**src/rtl/t0rx_pkg.sv**
```systemverilog
package t0rx_pkg;
    typedef enum logic [2:0] {
        S_IDLE    = 3'd0,
        S_START   = 3'd1,
        S_DATA    = 3'd2,
        S_PARITY  = 3'd3,
        S_WAIT    = 3'd4,
        S_SIGNAL  = 3'd5,
        S_RECOVER = 3'd6
    } rx_state_t;

    localparam int unsigned DATA_BITS   = 8;
    localparam int unsigned PAR_SLOT    = DATA_BITS + 1;
    localparam int unsigned SIG_SLOT    = DATA_BITS + 2;
    localparam int unsigned SLOT_W      = 4;
endpackage

```
**src/rtl/t0rx_sync.sv**
```systemverilog
module t0rx_sync #(
    parameter int unsigned STAGES = 2
) (
    input  logic clk,
    input  logic rst_n,
    input  logic d_in,
    output logic d_out
);
    logic [STAGES-1:0] chain;

    generate
        if (STAGES == 1) begin : g_one
            always_ff @(posedge clk or negedge rst_n) begin
                if (!rst_n) chain <= '1;
                else        chain <= d_in;
            end
        end else begin : g_many
            always_ff @(posedge clk or negedge rst_n) begin
                if (!rst_n) chain <= '1;
                else        chain <= {chain[STAGES-2:0], d_in};
            end
        end
    endgenerate

    assign d_out = chain[STAGES-1];
endmodule

```
**src/rtl/t0rx_etu_timer.sv**
```systemverilog
module t0rx_etu_timer #(
    parameter int unsigned TICKS_PER_ETU = 16,
    parameter int unsigned SLOT_W        = 4
) (
    input  logic              clk,
    input  logic              rst_n,
    input  logic              clr,
    input  logic              run,
    input  logic              tick,
    output logic              mid,
    output logic [SLOT_W-1:0] slot
);
    localparam int unsigned PH_W = (TICKS_PER_ETU > 1) ? $clog2(TICKS_PER_ETU) : 1;
    localparam logic [PH_W-1:0] PH_LAST = PH_W'(TICKS_PER_ETU - 1);
    localparam logic [PH_W-1:0] PH_HALF = PH_W'(TICKS_PER_ETU / 2);

    logic [PH_W-1:0] phase;

    always_ff @(posedge clk or negedge rst_n) begin
        if (!rst_n) begin
            phase <= '0;
            slot  <= '0;
        end else if (clr) begin
            phase <= '0;
            slot  <= '0;
        end else if (run && tick) begin
            if (phase == PH_LAST) begin
                phase <= '0;
                if (slot != '1) slot <= slot + 1'b1;
            end else begin
                phase <= phase + 1'b1;
            end
        end
    end

    assign mid = run && tick && (phase == PH_HALF);
endmodule

```
**src/rtl/t0rx_shift.sv**
```systemverilog
module t0rx_shift #(
    parameter int unsigned WIDTH = 8
) (
    input  logic             clk,
    input  logic             rst_n,
    input  logic             clr,
    input  logic             shift_en,
    input  logic             bit_in,
    output logic [WIDTH-1:0] data,
    output logic             ones_odd
);
    always_ff @(posedge clk or negedge rst_n) begin
        if (!rst_n) begin
            data     <= '0;
            ones_odd <= 1'b0;
        end else if (clr) begin
            data     <= '0;
            ones_odd <= 1'b0;
        end else if (shift_en) begin
            data     <= {bit_in, data[WIDTH-1:1]};
            ones_odd <= ones_odd ^ bit_in;
        end
    end
endmodule

```
**src/rtl/t0_char_rx.sv**
```systemverilog
module t0_char_rx #(
    parameter int unsigned TICKS_PER_ETU = 16,
    parameter int unsigned SYNC_STAGES   = 2
) (
    input  logic       clk,
    input  logic       rst_n,
    input  logic       tick,
    input  logic       line_in,
    input  logic       cfg_chk_off,
    input  logic       cfg_sig_en,
    input  logic       cfg_t0,
    input  logic       cfg_drop_en,
    input  logic       cfg_force_err,
    input  logic       cfg_long_pulse,
    input  logic       clr_err,
    output logic       line_drive_low,
    output logic [7:0] rx_data,
    output logic       rx_valid,
    output logic       rx_perr,
    output logic       perr_sticky
);
    import t0rx_pkg::*;

    localparam logic [SLOT_W-1:0] LAST_DATA = SLOT_W'(DATA_BITS);
    localparam logic [SLOT_W-1:0] SIG_AT    = SLOT_W'(SIG_SLOT);
    localparam logic [SLOT_W-1:0] END_SHORT = SLOT_W'(SIG_SLOT + 1);
    localparam logic [SLOT_W-1:0] END_LONG  = SLOT_W'(SIG_SLOT + 2);

    rx_state_t state, state_nx;

    logic line_s;
    logic line_prev;
    logic mid;
    logic [SLOT_W-1:0] slot;
    logic [DATA_BITS-1:0] shift_data;
    logic ones_odd;
    logic start_det;
    logic shift_en;
    logic judge;
    logic perr_now;
    logic sig_pending;
    logic long_q;

    t0rx_sync #(.STAGES(SYNC_STAGES)) u_sync (
        .clk   (clk),
        .rst_n (rst_n),
        .d_in  (line_in),
        .d_out (line_s)
    );

    t0rx_etu_timer #(.TICKS_PER_ETU(TICKS_PER_ETU), .SLOT_W(SLOT_W)) u_timer (
        .clk   (clk),
        .rst_n (rst_n),
        .clr   (start_det),
        .run   (state != S_IDLE),
        .tick  (tick),
        .mid   (mid),
        .slot  (slot)
    );

    t0rx_shift #(.WIDTH(DATA_BITS)) u_shift (
        .clk      (clk),
        .rst_n    (rst_n),
        .clr      (start_det),
        .shift_en (shift_en),
        .bit_in   (line_s),
        .data     (shift_data),
        .ones_odd (ones_odd)
    );

    assign start_det = (state == S_IDLE) && tick && line_prev && !line_s;
    assign shift_en  = (state == S_DATA) && mid;
    assign judge     = (state == S_PARITY) && mid;
    assign perr_now  = !cfg_chk_off && ((ones_odd ^ line_s) || cfg_force_err);

    // state register
    always_ff @(posedge clk or negedge rst_n) begin
        if (!rst_n) state <= S_IDLE;
        else        state <= state_nx;
    end

    // transitions
    always_comb begin
        state_nx = state;
        unique case (state)
            S_IDLE:    if (start_det) state_nx = S_START;
            S_START:   if (mid) state_nx = line_s ? S_IDLE : S_DATA;
            S_DATA:    if (mid && slot == LAST_DATA) state_nx = S_PARITY;
            S_PARITY:  if (mid) state_nx = S_WAIT;
            S_WAIT:    if (mid && slot == SIG_AT)
                           state_nx = sig_pending ? S_SIGNAL : S_IDLE;
            S_SIGNAL:  if (mid && slot == (long_q ? END_LONG : END_SHORT))
                           state_nx = S_RECOVER;
            S_RECOVER: if (tick && line_s) state_nx = S_IDLE;
            default:   state_nx = S_IDLE;
        endcase
    end

    // registered outputs and per-character decisions
    always_ff @(posedge clk or negedge rst_n) begin
        if (!rst_n) begin
            rx_data     <= '0;
            rx_valid    <= 1'b0;
            rx_perr     <= 1'b0;
            perr_sticky <= 1'b0;
            sig_pending <= 1'b0;
            long_q      <= 1'b0;
            line_prev   <= 1'b0;
        end else begin
            if (tick) line_prev <= line_s;
            rx_valid <= judge && !(perr_now && cfg_drop_en);
            rx_perr  <= judge && perr_now;
            if (judge) begin
                rx_data     <= shift_data;
                sig_pending <= perr_now && cfg_sig_en && cfg_t0;
                long_q      <= cfg_long_pulse;
            end
            if (judge && perr_now)  perr_sticky <= 1'b1;
            else if (clr_err)       perr_sticky <= 1'b0;
        end
    end

    assign line_drive_low = (state == S_SIGNAL);
endmodule

```
**config.mk**
```make
export PLATFORM = sky130hd
export DESIGN_NAME = t0_char_rx
export DESIGN_NICKNAME = d
export VERILOG_FILES = /design/src/rtl/t0rx_pkg.sv /design/src/rtl/t0rx_sync.sv /design/src/rtl/t0rx_etu_timer.sv /design/src/rtl/t0rx_shift.sv /design/src/rtl/t0_char_rx.sv
export SDC_FILE = /design/constraint.sdc
export NUM_CORES = 1
export LEC_CHECK = 0
export ABC_AREA = 1
export BUFFER_PORTS_ARGS = -buffer_cell sky130_fd_sc_hd__buf_2
export CAP_MARGIN = 10
export CORE_ASPECT_RATIO = 1.1
export CORE_MARGIN = 8
export CORE_UTILIZATION = 51
export CTS_CLUSTER_SIZE = 30
export DETAILED_ROUTE_END_ITERATION = 7
export GPL_TIMING_DRIVEN = 0
export HOLD_SLACK_MARGIN = 0.12
export PLACE_DENSITY = 0.76
export SLEW_MARGIN = 10
export SYNTH_ARGS = -nofsm -noshare
export SYNTH_HDL_FRONTEND = slang
export SYNTH_SLANG_ARGS = --single-unit
```
**constraint.sdc**
```tcl
create_clock -name clk -period 1.4 [get_ports clk]
set_input_delay 0.07 -clock clk [delete_from_list [all_inputs] [get_ports clk]]
set_output_delay 0.07 -clock clk [all_outputs]
set_load 0.01 [all_outputs]
```
# Word level (Yosys, flattened, before mapping)
# Cells that the tools add are included.
dict set report word_totals {
  wordCells 89
  in_bits 11
  out_inout_bits 12
  register_bits 36
}
dict set report classes {
  n_eq_ne 19
  bitwise 1
  reduce_logical 30
  addsub 2
  mux 24
}
# operator count
set op_table {}
lappend op_table {{$mux 4} 7}
lappend op_table {{$mux 3} 9}
lappend op_table {{$pmux 3 s7} 1}
lappend op_table {{$logic_and 1x1->1} 17}
lappend op_table {{$eq 4x4->1 const B} 4}
lappend op_table {{$mux 8} 2}
lappend op_table {{$ne 2x2->1 const B} 5}
lappend op_table {{$reduce_bool 2->1} 5}
lappend op_table {{$eq 3x3->1 const B} 3}
lappend op_table {{$add 4x1->4 const B} 2}
lappend op_table {{$reduce_and 7->1} 1}
lappend op_table {{$eq 3x2->1 const B} 2}
lappend op_table {{$eq 4x4->1} 1}
lappend op_table {{$mux 1} 4}
lappend op_table {{$ne 2x1->1 const B} 2}
lappend op_table {{$ne 4x4->1 const B} 1}
lappend op_table {{$eq 3x1->1 const B} 1}
lappend op_table {{$logic_not 1->1} 3}
lappend op_table {{$logic_not 3->1} 1}
lappend op_table {{$reduce_and 3->1} 1}
lappend op_table {{$reduce_bool 3->1} 1}
lappend op_table {{$mux 2} 1}
lappend op_table {{$logic_or 1x1->1} 1}
lappend op_table {{$xor 1x1->1} 1}

# Longest topological paths before layout
# Gate-level depths: netlist of the first run.
dict set report logic_depth {
  word_depth 6
  ltp_mapped 9
  mapped_depth_nobuf 9
}

# By module
# From an unflattened synthesis of the first run, not the netlist that was laid out.
dict set report unflattened {
  cells_unflattened 232
  area_unflattened_um2 1864.3
}
# mod seq_area_each_um2 instances area_per_inst_um2 cells_per_inst
set modules_own_cells {}
lappend modules_own_cells {t0_char_rx 425.4 1 919.6 127}
lappend modules_own_cells {t0rx_etu_timer 200.2 1 494.2 59}
lappend modules_own_cells {t0rx_shift 225.2 1 397.9 44}
lappend modules_own_cells {t0rx_sync 52.6 1 52.6 2}

# Worst setup path before layout of the first run
# Ideal clock, no wire load.
dict set report synth_path {
  path_kind {flip-flop to flip-flop}
  start {register u_timer.phase[0]}
  end {register u_shift.data[2]}
  path_buffers 1
  setup_ns 0.076
  slack_ns 0.014
  period_less_slack_ns 1.386
  t_arrival_ns 1.310
  required_ns 1.324
  stages_incl_launch_ff 10
  cell_sequence {dfrtp_1 > inv_1 > ha_1 > nand2_1 > nor2_1 > nand3_4 > nor2_4 > buf_6 > inv_4 > o21ai_1}
}
dict set report synth_between {
  elab_chain_len 4
}
# element line_no
set synth_rtl {}
lappend synth_rtl {{start, declared} t0rx_etu_timer.sv:17} ;# logic [PH_W-1:0] phase;
lappend synth_rtl {{start signal, assigned} t0rx_etu_timer.sv:31} ;# phase <= phase + 1'b1;
lappend synth_rtl {{$eq 4x4->1} t0rx_etu_timer.sv:36} ;# assign mid = run && tick && (phase == PH_HALF);
lappend synth_rtl {{$logic_and 1x1->1} t0rx_etu_timer.sv:36}
lappend synth_rtl {{$logic_and 1x1->1} t0_char_rx.sv:72} ;# assign shift_en = (state == S_DATA) && mid;
lappend synth_rtl {{$reduce_bool 2->1 (no line)} -}
lappend synth_rtl {{end signal, assigned} t0rx_shift.sv:20} ;# data <= {bit_in, data[WIDTH-1:1]};
lappend synth_rtl {{end, declared} t0rx_shift.sv:9} ;# output logic [WIDTH-1:0] data,
# Every way passes these cells.
# A chain may end at the register's enable or synchronous reset.

# Worst setup path in the final report of the first run
dict set report layout_path {
  start {register u_timer.phase[1]}
  end {register rx_data[7]}
}
dict set report layout_between {
  elab_chain_len 3
}
# element line_no
set layout_rtl {}
lappend layout_rtl {{$eq 4x4->1} t0rx_etu_timer.sv:36}
lappend layout_rtl {{$logic_and 1x1->1} t0rx_etu_timer.sv:36}
lappend layout_rtl {{$logic_and 1x1->1} t0_char_rx.sv:73} ;# assign judge = (state == S_PARITY) && mid;
lappend layout_rtl {{end signal, assigned} t0_char_rx.sv:114} ;# rx_data <= shift_data;
lappend layout_rtl {{end, declared} t0_char_rx.sv:17} ;# output logic [7:0] rx_data,
# Every way passes these cells.

==> results of run 1 <==
## synth_stat cells
master / number / share of area (%)
nand2_4: 2 / 1.2
nor3_1: 1 / 0.27
xor2_1: 1 / 0.48
inv_2: 4 / 0.82
inv_4: 1 / 0.34
nor2_2: 4 / 1.4
nand3_2: 1 / 0.55
dfrtp_1: 34 / 47
nand3_1: 18 / 4.9
o21ai_1: 3 / 0.82
o21ai_2: 6 / 2.9
o21ai_0: 12 / 3.3
a21oi_1: 5 / 1.4
o211ai_1: 1 / 0.41
buf_6: 3 / 1.8
nand2_1: 74 / 15
nand3_4: 1 / 0.96
nor2_4: 2 / 1.2
nand2_2: 1 / 0.34
inv_1: 21 / 4.3
dfstp_2: 2 / 2.9
or2_2: 1 / 0.34
o21bai_1: 1 / 0.41
nor2_1: 12 / 2.5
ha_1: 5 / 3.4
nand4_1: 4 / 1.4
## logic make-up after synthesis
| kind of cell | after synthesis | share of synthesized area [%] |
|---|---|---|
| xor+xnor | 1 | 0.4789 |
| compound gates | 28 | 9.165 |
| flops | 36 | 49.38 |
| fa+ha+maj | 5 | 3.420 |
| buf+inv | 29 | 7.319 |
| simple gates | 121 | 30.23 |
## flip-flops by register name, indices dropped and copies added (netlist names)
register,flops
long_q,1
u_sync.chain,2
u_timer.phase,4
u_shift.data,8
sig_pending,1
line_prev,1
rx_perr,1
perr_sticky,1
rx_data,8
u_shift.ones_odd,1
u_timer.slot,4
rx_valid,1
state,3
## placed cells by master, fill, tap and decap left out, types with 7 or more instances in the layout
cell and instances:
dfrtp_1 31, inv_1 18, nand3_1 17, nand2_1 69
buf_2 22, o21ai_2 9, dlygate4sd3_1 9, nor2_1 9
buf_4 10, o21ai_0 7
## power by group through the flow
stage,sequential (mW),combinational (mW),clock (mW)
2_1_floorplan,1.34,0.775,0
3_3_place_gp,1.38,0.936,0
3_5_place_dp,1.38,0.956,0
4_1_cts,1.38,1.14,0.931
5_1_grt,1.41,1.51,0.982
6_report,1.38,1.34,0.899
## repair_timing
action / in CTS / in global routing
pin swaps: 8 / 7
endpoints found under the setup margin: 28 / 30
buffers inserted: 5 / 6
hold buffers: 9 / 0
gates resized for setup: 18 / 18
cloned: 1 / 0
endpoints found under the hold margin: 40 / 0
## final timing paths
| path | from | end | slack (ns) |
|---|---|---|---|
| max | u_timer.phase[1] | rx_data[7] | -0.03 |
| min | tick | line_prev | 0.15 |
| max reg2reg | u_timer.phase[1] | rx_data[7] | -0.03 |
| min reg2reg | u_sync.chain[0] | u_sync.chain[1] | 0.36 |
| max in group asynchronous | rst_n | state[0] | 0.48 |
| min in group asynchronous | rst_n | u_timer.slot[2] | 0.39 |
## critical path, stage by stage, from the launching register on
cell     delay [ns]
dfrtp_1        0.39
inv_2          0.08
ha_4           0.13
nand2_2        0.06
nor2_4         0.12
nand3_4        0.11
nor2_4         0.18
buf_6          0.16
nand2_1        0.07
nand2_1        0.06
## per-stage QoR
step	util, %	hold slack (ns)	power (mW)
floorplan	-	-0.2256	2.120
CTS	64.93	0.1283	3.449
finish	67.37	0.1508	3.619
global route	67.37	0.1509	3.901
detailed placement	56.56	0.1783	2.336
global placement	56.56	0.1764	2.315
## area by class of cell
cell class	instances	area, um^2	area share [%]
clock inverters	3	42.54	1.784
repair buffers	43	297.8	12.49
multi-input cells	155	867.1	36.36
flip-flops and latches	36	907.1	38.04
plain buffers	3	33.78	1.417
well taps	50	62.56	2.623
clock buffers	5	68.82	2.886
inverters	26	105.1	4.407
## layer usage
metal  GRT usage, %  vias up
met5              0        -
met4          5.411        0
met3          4.534        4
met2          24.53       19
met1          17.47      755
li1               -      802
==> summary.md, run 1 <==
| Metric | Value |
|---|---|
| Hold Path Depth | `3` |
| Layout Cells excl Fill | `about 320` |
| Final Max Tran Viols | `0` |
| P_leak | `1.219 nW` |
| WL met2 | `~2.1 mm` |
| Remaining antenna violation count | `0` |
| GRT Total Usage | `14.77%` |
| FF+latch count, synth | `36` |
| Dpl cells | `approximately 300` |
| Avg Cell Area, Syn | `between 8 and 9 um^2` |
| GPL Wtd Cong | `between 0.8 and 0.9` |
| Share of cells above drive strength 1 | `33.58%` |
| Max VDD drop | `0.9039 mV` |
| Internal Power | `approximately 2.3 mW` |
| Largest net degree at the start of global routing | `37` |
| # nets final | `approximately 290` |
| Fin area | `2385 um^2` |
| Gate power share | `a little under two fifths` |
| First-pass GRT wire length | `6.699 mm` |
| Highest Clock Rate | `697.7 MHz` |
| Layout area overhead | `30.37%` |
| Setup WS post-layout | `-0.03331 ns` |
| Detailed placement HPWL | `2.573 mm` |
| Setup WS pre-CTS | `-0.1241 ns` |
| Initial antenna violation count | `0` |
| CTS H-tree lvls | `2` |
| Synthesized cell area | `1829 um^2` |
| DR DRC count | `0` |
| Worst reg2reg path depth | `9` |
| Unique masters post-synth | `26` |
| Vias per cell | `roughly 5` |
| Worst EP arrival | `roughly 1.7 ns` |
| Seq/Total Area, Yosys | `49.38%` |
| Post-synthesis cell count | `220` |
| Hold WC Path Type | `primary input to flip-flop` |
| Die W | `73.10 um` |
| Worst EP required | `approximately 1.6 ns` |
| # Max-Cap Violations | `0` |
| Unrepaired setup endpoints after global routing | `true` |
| Initial cell density of the core | `between 50% and 60%` |
| Core box area | `3540 um^2` |
| Setup CP Type | `flip-flop to flip-flop` |
| Actual slew at the worst max-slew pin | `between 0.7 and 0.8 ns` |
| Setup crit end kind | `flip-flop` |
| Routed met1 length | `roughly 1.7 mm` |
| Initial DRC Count | `85` |
| Critical path startpoint category | `flip-flop` |
| Pwr dens | `between 1500 and 2000 nW/um^2` |
| Period minus WS final | `about 1.4 ns` |
| Worst Path Max Fanout | `10` |
| IO Port Bufs | `22` |
| Top Layer Used | `met4` |
| Die Area | `~5800 um^2` |
| Die height | `between 70 and 80 um` |
| Setup TNS | `-0.2338 ns` |
| Fillers | `around 300` |
| Dpl cell area | `2002 um^2` |
| DR pass1 iterations | `4` |
| Global route overflow | `0` |
| Wirelength per Cell | `roughly 12 um` |
| Setup violators final | `18` |
| I/O pins | `23` |
| Syn_nets | `236` |
| Vias post-DR | `1,580` |
| Number of global-route vias before repair | `1,538` |
| Final period utilization | `102.4%` |
| DR WL met3 | `135 um` |
| Share of power burned in the clock network | `24.8%` |
| Status | `complete, but fails checks` |
| Failing checks | `negative setup slack` |
| CTS tree | `yes` |
| Synthesis warning total | `0` |
| WL final | `3.940 mm` |
| Sw Ratio | `35.64%` |
| Net Sw Power | `1.290 mW` |
| Row cnt | `23` |
| ANT cells | `0` |
| Longest Clk Path Bufs | `2` |
| Root cell of the clock tree | `clkbuf_8` |
| Hold Violations, Final | `0` |
| Sinks on Clock Net | `36` |
| Slew headroom | `between 40% and 50%` |
| Reg power frac | `38.2%` |
| Worst-Skew Late Latency | `0.29 ns` |
| Clock Pin Slew Worst Setup and Hold Paths | `0.07 ns` |
| Max Clock Skew | `around 0.0046 ns` |
| CTS Buf Count | `5` |
(Power assumes the default switching activity.)
==> run 2: changes to the inputs <==
- BUFFER_PORTS_ARGS: -buffer_cell sky130_fd_sc_hd__buf_2 -> -buffer_cell sky130_fd_sc_hd__clkbuf_2
- REMOVE_ABC_BUFFERS: unset -> 1
==> run 2 against run 1 <==
Against the previous run: the flow still finishes with violations (negative setup slack); global-route usage grew 1.0 points; via count is 3.7% higher; non-clock buffer count increased by 8; final area is 3.6% higher; wire length rose by 9.6%; flip-flop and latch count unchanged; register-to-register slack got worse by 0.04 ns.
==> summary.md, run 2 (synthesized netlist as in run 1, its figures left out) <==
| Metric | Value |
|---|---|
| Reg power frac | `36.2% (was 38.2%)` |
| Setup crit end kind | `flip-flop (unchanged)` |
| Remaining antenna violation count | `0 (unchanged)` |
| Fillers | `288 (was 301)` |
| GRT Total Usage | `15.82% (was 14.77%)` |
| Worst Path Max Fanout | `5 (was 10)` |
| Detailed placement HPWL | `2.625 mm (was 2.573 mm)` |
| Commonest non-fill, non-tap cell in the layout | `nand2_1 (unchanged)` |
| Unrepaired setup endpoints after global routing | `true (unchanged)` |
| Critical path startpoint category | `flip-flop (unchanged)` |
| Power, Total | `3.815 mW (was 3.619 mW)` |
| Sinks on Clock Net | `36 (unchanged)` |
| Die W | `73.10 um (unchanged)` |
| Initial antenna violation count | `0 (unchanged)` |
| GPL Wtd Cong | `0.8965 (was 0.8616)` |
| Vias per cell | `4.979 (was 4.922)` |
| Cell Chain, Critical Path | `inv_1 -> nand3_2 -> nor2_4 -> buf_4 -> nor2_2 -> nand2_1 -> o21ai_2 (was inv_2 -> ha_4 -> nand2_2 -> nor2_4 -> nand3_4 -> nor2_4 -> buf_6 -> nand2_1 -> nand2_1)` |
| Initial DRC Count | `59 (was 85)` |
| Setup violators final | `20 (was 18)` |
| Worst EP required | `1.62 ns (was 1.63 ns)` |
| Vias post-DR | `1,638 (was 1,580)` |
| Hold WC Path Type | `primary input to flip-flop (unchanged)` |
| Worst-Skew Late Latency | `0.30 ns (was 0.29 ns)` |
| Kind of cell adding the most delay to the critical path | `flip-flops (was simple AND/OR/NAND/NOR gates)` |
| CTS tree | `yes (unchanged)` |
| Sw Ratio | `36.84% (was 35.64%)` |
| IO Port Bufs | `22 (unchanged)` |
| Largest net degree at the start of global routing | `37 (unchanged)` |
| Worst EP arrival | `1.70 ns (was 1.66 ns)` |
| Max incr delay on CP | `0.58 ns (was 0.39 ns)` |
| Initial cell density of the core | `51.68% (unchanged)` |
| Die height | `78.81 um (unchanged)` |
| Register area | `908.4 um^2 (was 907.1 um^2)` |
| Multi-input gate area | `883.3 um^2 (was 867.1 um^2)` |
| DR DRC count | `0 (unchanged)` |
| Max VDD drop | `0.9430 mV (was 0.9039 mV)` |
| Period minus WS final | `1.478 ns (was 1.433 ns)` |
| Largest regs | `rx_data x8, u_shift.data x8 (unchanged)` |
| Setup WS post-layout | `-0.07762 ns (was -0.03331 ns)` |
| Pwr dens | `1544 nW/um^2 (was 1517 nW/um^2)` |
| Gate power share | `39.1% (was 36.9%)` |
| Status | `complete, but fails checks (unchanged)` |
| DR pass1 iterations | `4 (unchanged)` |
| Global route overflow | `0 (unchanged)` |
| ANT cells | `0 (unchanged)` |
| Die Area | `5761 um^2 (unchanged)` |
| WL final | `4.320 mm (was 3.940 mm)` |
| # Max-Cap Violations | `0 (unchanged)` |
| Slowest-stage cell, CP | `dfstp_2 (was dfrtp_1)` |
| Most frequent cells in the layout | `68 x nand2_1, 30 x dfrtp_1, 21 x clkbuf_2 (was 69 x nand2_1, 31 x dfrtp_1, 22 x buf_2)` |
| CTS Buf Count | `5 (unchanged)` |
| Critical path buffers and inverters | `2 (unchanged)` |
| Slew headroom | `41.81% (was 48.68%)` |
| Failing checks | `negative setup slack (unchanged)` |
| Max Clock Skew | `0.009604 ns (was 0.004609 ns)` |
| Internal Power | `2.410 mW (was 2.329 mW)` |
| Share of power burned in the clock network | `24.7% (was 24.8%)` |
| Highest Clock Rate | `676.8 MHz (was 697.7 MHz)` |
| I/O pins | `23 (unchanged)` |
| Longest Clk Path Bufs | `2 (unchanged)` |
| Number of global-route vias before repair | `1,661 (was 1,538)` |
| CTS H-tree lvls | `2 (unchanged)` |
| WHS | `0.1531 ns (was 0.1508 ns)` |
| # nets final | `294 (was 286)` |
| Net Sw Power | `1.406 mW (was 1.290 mW)` |
| Wirelength per Cell | `13.13 um (was 12.27 um)` |
| Root cell of the clock tree | `clkbuf_8 (unchanged)` |
| Layout area overhead | `35.09% (was 30.37%)` |
| Actual slew at the worst max-slew pin | `0.8728 ns (was 0.7697 ns)` |
| Final period utilization | `105.5% (was 102.4%)` |
| Clock Pin Slew Worst Setup and Hold Paths | `0.08 ns (was 0.07 ns)` |
| Core box area | `3540 um^2 (unchanged)` |
| P_leak | `1.251 nW (was 1.219 nW)` |
| Hold Violations, Final | `0 (unchanged)` |
| R2R setup slack | `-0.08 ns (was -0.03 ns)` |
| Row cnt | `23 (unchanged)` |
| Share of cells above drive strength 1 | `36.20% (was 33.58%)` |
| Setup CP Type | `flip-flop to flip-flop (unchanged)` |
| First-pass GRT wire length | `7.314 mm (was 6.699 mm)` |
| Final Max Tran Viols | `0 (unchanged)` |
-- run 2: layer usage --
| layer | track usage, % | part of all wire, % |
|---|---|---|
| met2 | 27.31 | 52 |
| met1 | 18.29 | 42 |
| met4 | 5.010 | 1.1 |
| met3 | 4.534 | 4.6 |
| met5 | 0 | 0 |
-- run 2: layout make-up --
class                      count  share of cell area [%]
clock inverter                 3                   1.722
inverter                      26                   4.456
multi-input combinational    155                   35.75
sequential                    36                   36.76
clock buffer                   5                   2.785
tap                           50                   2.532
timing repair buffer          54                   16.00
-- run 2: power groups by stage --
stage / registers, mW / clock network [mW] / logic, mW
after floorplan: 1.34 / 0 / 0.767
after global placement: 1.37 / 0 / 0.930
after detailed placement: 1.38 / 0 / 0.952
after CTS: 1.36 / 0.942 / 1.32
after global routing: 1.41 / 0.976 / 1.67
final: 1.38 / 0.944 / 1.49
-- run 2: path summary, 6_finish.rpt --
path | cells after the start | to | from
max | 7 | u_shift.data[2] | u_sync.chain[1]
min | 4 | rx_valid | cfg_chk_off
max reg2reg | 7 | u_shift.data[2] | u_sync.chain[1]
min reg2reg | 0 | u_sync.chain[1] | u_sync.chain[0]
max in group asynchronous | 2 | state[1] | rst_n
min in group asynchronous | 2 | u_timer.phase[1] | rst_n
-- run 2: what timing repair did --
item	in CTS	in global routing
setup endpoints to repair	29	33
hold buffers	9	0
gates resized for setup	19	23
setup buffers	17	6
pin swaps	12	10
hold endpoints to repair	40	0
-- run 2: tightest hold or removal path: stages --
cell and delay (ns):
clkbuf_2 0.08, o21bai_1 0.09, inv_1 0.06, a21oi_1 0.11
-- run 2: per-stage QoR --
step	worst slack [ns]	area (um^2)	setup TNS [ns]	std cells	util, %
finish	-0.07762	2471	-0.4641	329	69.81
global placement	-0.3068	1968	-5.508	289	55.60
global route	-0.1395	2471	-2.941	329	69.81
CTS	-0.04037	2369	-0.2047	323	66.91
floorplan	-0.07185	1795	-0.6530	217	-
detailed placement	-0.3043	1968	-5.887	289	55.60
==> run 3: changes to the inputs <==
- CORE_UTILIZATION: 51 -> 57
- PLACE_DENSITY: 0.76 -> 0.81
- clock period: 1.4 -> 1.53 ns (I/O delays scaled with it)
==> run 3 against run 2 <==
Against the previous run: the run still ends with negative setup slack left; largest cell class unchanged; critical path type unchanged; largest power group is now registers; clock power fell by 41%; flip-flop and latch count stayed put; via count shrank 1.0%; critical endpoint is now u_shift.data[4].
==> summary.md, run 3 (synthesized netlist as in run 1, its figures left out) <==
| Metric | Value |
|---|---|
| Reg power frac | `42.0% (was 36.2%)` |
| Global route overflow | `0 (unchanged)` |
| Hold Violations, Final | `0 (unchanged)` |
| # nets final | `285 (was 294)` |
| Status | `complete, but fails checks (unchanged)` |
| Final period utilization | `100.6% (was 105.5%)` |
| Worst Path Max Fanout | `5 (unchanged)` |
| Most common cell type on the critical path | `nor2_4` |
| Remaining antenna violation count | `0 (unchanged)` |
| Wirelength per Cell | `13.68 um (was 13.13 um)` |
| Sinks on Clock Net | `36 (unchanged)` |
| GRT Total Usage | `15.47% (was 15.82%)` |
| Max incr delay on CP | `0.41 ns (was 0.58 ns)` |
| Fillers | `198 (was 288)` |
| Largest regs | `rx_data x8, u_shift.data x8 (unchanged)` |
| Internal Power | `1.815 mW (was 2.410 mW)` |
| Final Max Tran Viols | `0 (unchanged)` |
| Multi-input gate area | `872.1 um^2 (was 883.3 um^2)` |
| Max Clock Skew | `0.001963 ns (was 0.009604 ns)` |
| Period minus WS final | `1.539 ns (was 1.478 ns)` |
| Power, Total | `3.018 mW (was 3.815 mW)` |
| Slowest-stage cell, CP | `dfrtp_1 (was dfstp_2)` |
| Failing checks | `negative setup slack (unchanged)` |
| Root cell of the clock tree | `clkbuf_4 (was clkbuf_8)` |
| Layout area overhead | `27.70% (was 35.09%)` |
| Setup crit end kind | `flip-flop (unchanged)` |
| Max VDD drop | `0.9779 mV (was 0.9430 mV)` |
| Most frequent cells in the layout | `72 x nand2_1, 32 x dfrtp_1, 22 x clkbuf_2 (was 68 x nand2_1, 30 x dfrtp_1, 21 x clkbuf_2)` |
| DR pass1 iterations | `4 (unchanged)` |
| WL final | `4.160 mm (was 4.320 mm)` |
| WL met2 | `2.227 mm (was 2.250 mm)` |
| Worst-Skew Late Latency | `0.35 ns (was 0.30 ns)` |
| Fin area | `2336 um^2 (was 2471 um^2)` |
| Die W | `70.02 um (was 73.10 um)` |
| Setup WS pre-CTS | `-0.1903 ns (was -0.3043 ns)` |
| Critical path startpoint category | `flip-flop (unchanged)` |
| Register area | `905.9 um^2 (was 908.4 um^2)` |
| Worst EP arrival | `1.82 ns (was 1.70 ns)` |
| Largest net degree at the start of global routing | `37 (unchanged)` |
| Initial DRC Count | `76 (was 59)` |
| Dpl cell area | `1948 um^2 (was 1968 um^2)` |
| Setup WS post-layout | `-0.008828 ns (was -0.07762 ns)` |
| Highest Clock Rate | `649.8 MHz (was 676.8 MHz)` |
| Core box area | `3048 um^2 (was 3540 um^2)` |
| Routed met1 length | `1.673 mm (was 1.823 mm)` |
| CTS H-tree lvls | `2 (unchanged)` |
| Hold WC Path Type | `primary input to flip-flop (unchanged)` |
| Detailed placement HPWL | `2.606 mm (was 2.625 mm)` |
| CTS Buf Count | `5 (unchanged)` |
| Initial cell density of the core | `60.02% (was 51.68%)` |
| Vias post-DR | `1,621 (was 1,638)` |
| Clock Pin Slew Worst Setup and Hold Paths | `0.11 ns (was 0.08 ns)` |
| Gate power share | `39.5% (was 39.1%)` |
| IO Port Bufs | `22 (unchanged)` |
| Row cnt | `21 (was 23)` |
| Die Area | `5280 um^2 (was 5761 um^2)` |
| Unrepaired setup endpoints after global routing | `true (unchanged)` |
| GPL Wtd Cong | `0.8892 (was 0.8965)` |
| Initial antenna violation count | `0 (unchanged)` |
| Top Layer Used | `met4 (unchanged)` |
| Net Sw Power | `1.203 mW (was 1.406 mW)` |
| Final Util | `76.64% (was 69.81%)` |
| CTS tree | `yes (unchanged)` |
| Number of global-route vias before repair | `1,529 (was 1,661)` |
| I/O pins | `23 (unchanged)` |
| DR DRC count | `0 (unchanged)` |
| P_leak | `1.202 nW (was 1.251 nW)` |
| Slew headroom | `42.96% (was 41.81%)` |
| Share of power burned in the clock network | `18.5% (was 24.7%)` |
| Setup violators final | `1 (was 20)` |
| Actual slew at the worst max-slew pin | `0.8556 ns (was 0.8728 ns)` |
| # Max-Cap Violations | `0 (unchanged)` |
| Share of cells above drive strength 1 | `31.11% (was 36.20%)` |
| Setup CP Type | `flip-flop to flip-flop (unchanged)` |
| Longest Clk Path Bufs | `2 (unchanged)` |
| Vias per cell | `5.332 (was 4.979)` |
| Sw Ratio | `39.87% (was 36.84%)` |
| Cell Chain, Critical Path | `inv_2 -> ha_4 -> nand2_4 -> nor2_4 -> nand3_4 -> nor2_4 -> buf_12 -> inv_6 -> o21ai_1 (was inv_1 -> nand3_2 -> nor2_4 -> buf_4 -> nor2_2 -> nand2_1 -> o21ai_2)` |
| Pwr dens | `1292 nW/um^2 (was 1544 nW/um^2)` |
| DR WL met3 | `185 um (was 197 um)` |
| First-pass GRT wire length | `6.589 mm (was 7.314 mm)` |
| Worst EP required | `1.81 ns (was 1.62 ns)` |
| ANT cells | `0 (unchanged)` |
| Die height | `75.42 um (was 78.81 um)` |
| Commonest non-fill, non-tap cell in the layout | `nand2_1 (unchanged)` |
==> run 3: cell count changes in the layout (fill, tap and decap cells not counted), moves of 2 or more <==
cell / delta
nor2_1: +2
buf_4: -10
dfrtp_1: +2
nor2_2: -2
clkbuf_8: -4
dfrtp_2: -2
nand2_1: +4
o21ai_2: +2
clkbuf_4: +4
nand2_2: -5
==> run 3: worst paths after layout <==
kind	from	to	slack [ns]	cells past startpoint
max	u_timer.phase[1]	u_shift.data[4]	-0.009	9
min	line_in	u_sync.chain[0]	0.35	2
max reg2reg	u_timer.phase[1]	u_shift.data[4]	-0.009	9
min reg2reg	u_sync.chain[0]	u_sync.chain[1]	0.36	0
max in group asynchronous	rst_n	state[1]	0.58	2
min in group asynchronous	rst_n	u_timer.phase[2]	0.36	2
==> run 3: metal layers <==
layer | GRT usage [%] | vias up
met3 | 4.818 | 7
met2 | 27.21 | 44
met5 | 0 | -
li1 | - | 800
met1 | 16.52 | 770
met4 | 8.482 | 0
==> run 3: repair_timing <==
item,CTS,global route
buffers inserted,3,9
gates cloned,0,1
endpoints found under the setup margin,26,28
resized for setup,6,26
pin swaps,2,11
hold buffers,10,0
endpoints found under the hold margin,41,0
==> run 3: per-stage QoR <==
stage / hold WS, ns / TNS [ns] / std cells
final: 0.3487 / -0.008828 / 304
after global routing: 0.3420 / -0.5510 / 304
after CTS: 0.3300 / 0 / 294
after detailed placement: 0.1657 / -2.272 / 273
after global placement: 0.1649 / -1.787 / 273
after floorplan: -0.2191 / 0 / 217
==> run 3: worst max-delay path, delay by kind of cell (launching register included) <==
family | cells | cell delay (ns)
fa+ha+maj | 1 | 0.14
simple gates | 4 | 0.48
compound gates | 1 | 0.13
buf+inv | 3 | 0.29
flops | 1 | 0.41
==> run 3: power groups by stage <==
| stage | logic, mW | registers [mW] | clock network (mW) |
|---|---|---|---|
| floorplan | 0.702 | 1.23 | 0 |
| CTS | 0.936 | 1.26 | 0.570 |
| finish | 1.19 | 1.27 | 0.559 |
| global placement | 0.847 | 1.26 | 0 |
| global route | 1.35 | 1.28 | 0.603 |
| detailed placement | 0.884 | 1.27 | 0 |
==> run 3: final cells by class <==
type	instances	area share, %
clock buffer	6	2.196
timing repair buffer	45	14.62
sequential	36	38.78
clock inverter	2	0.6427
multi-input combinational	155	37.33
tap	34	1.821
inverter	26	4.606
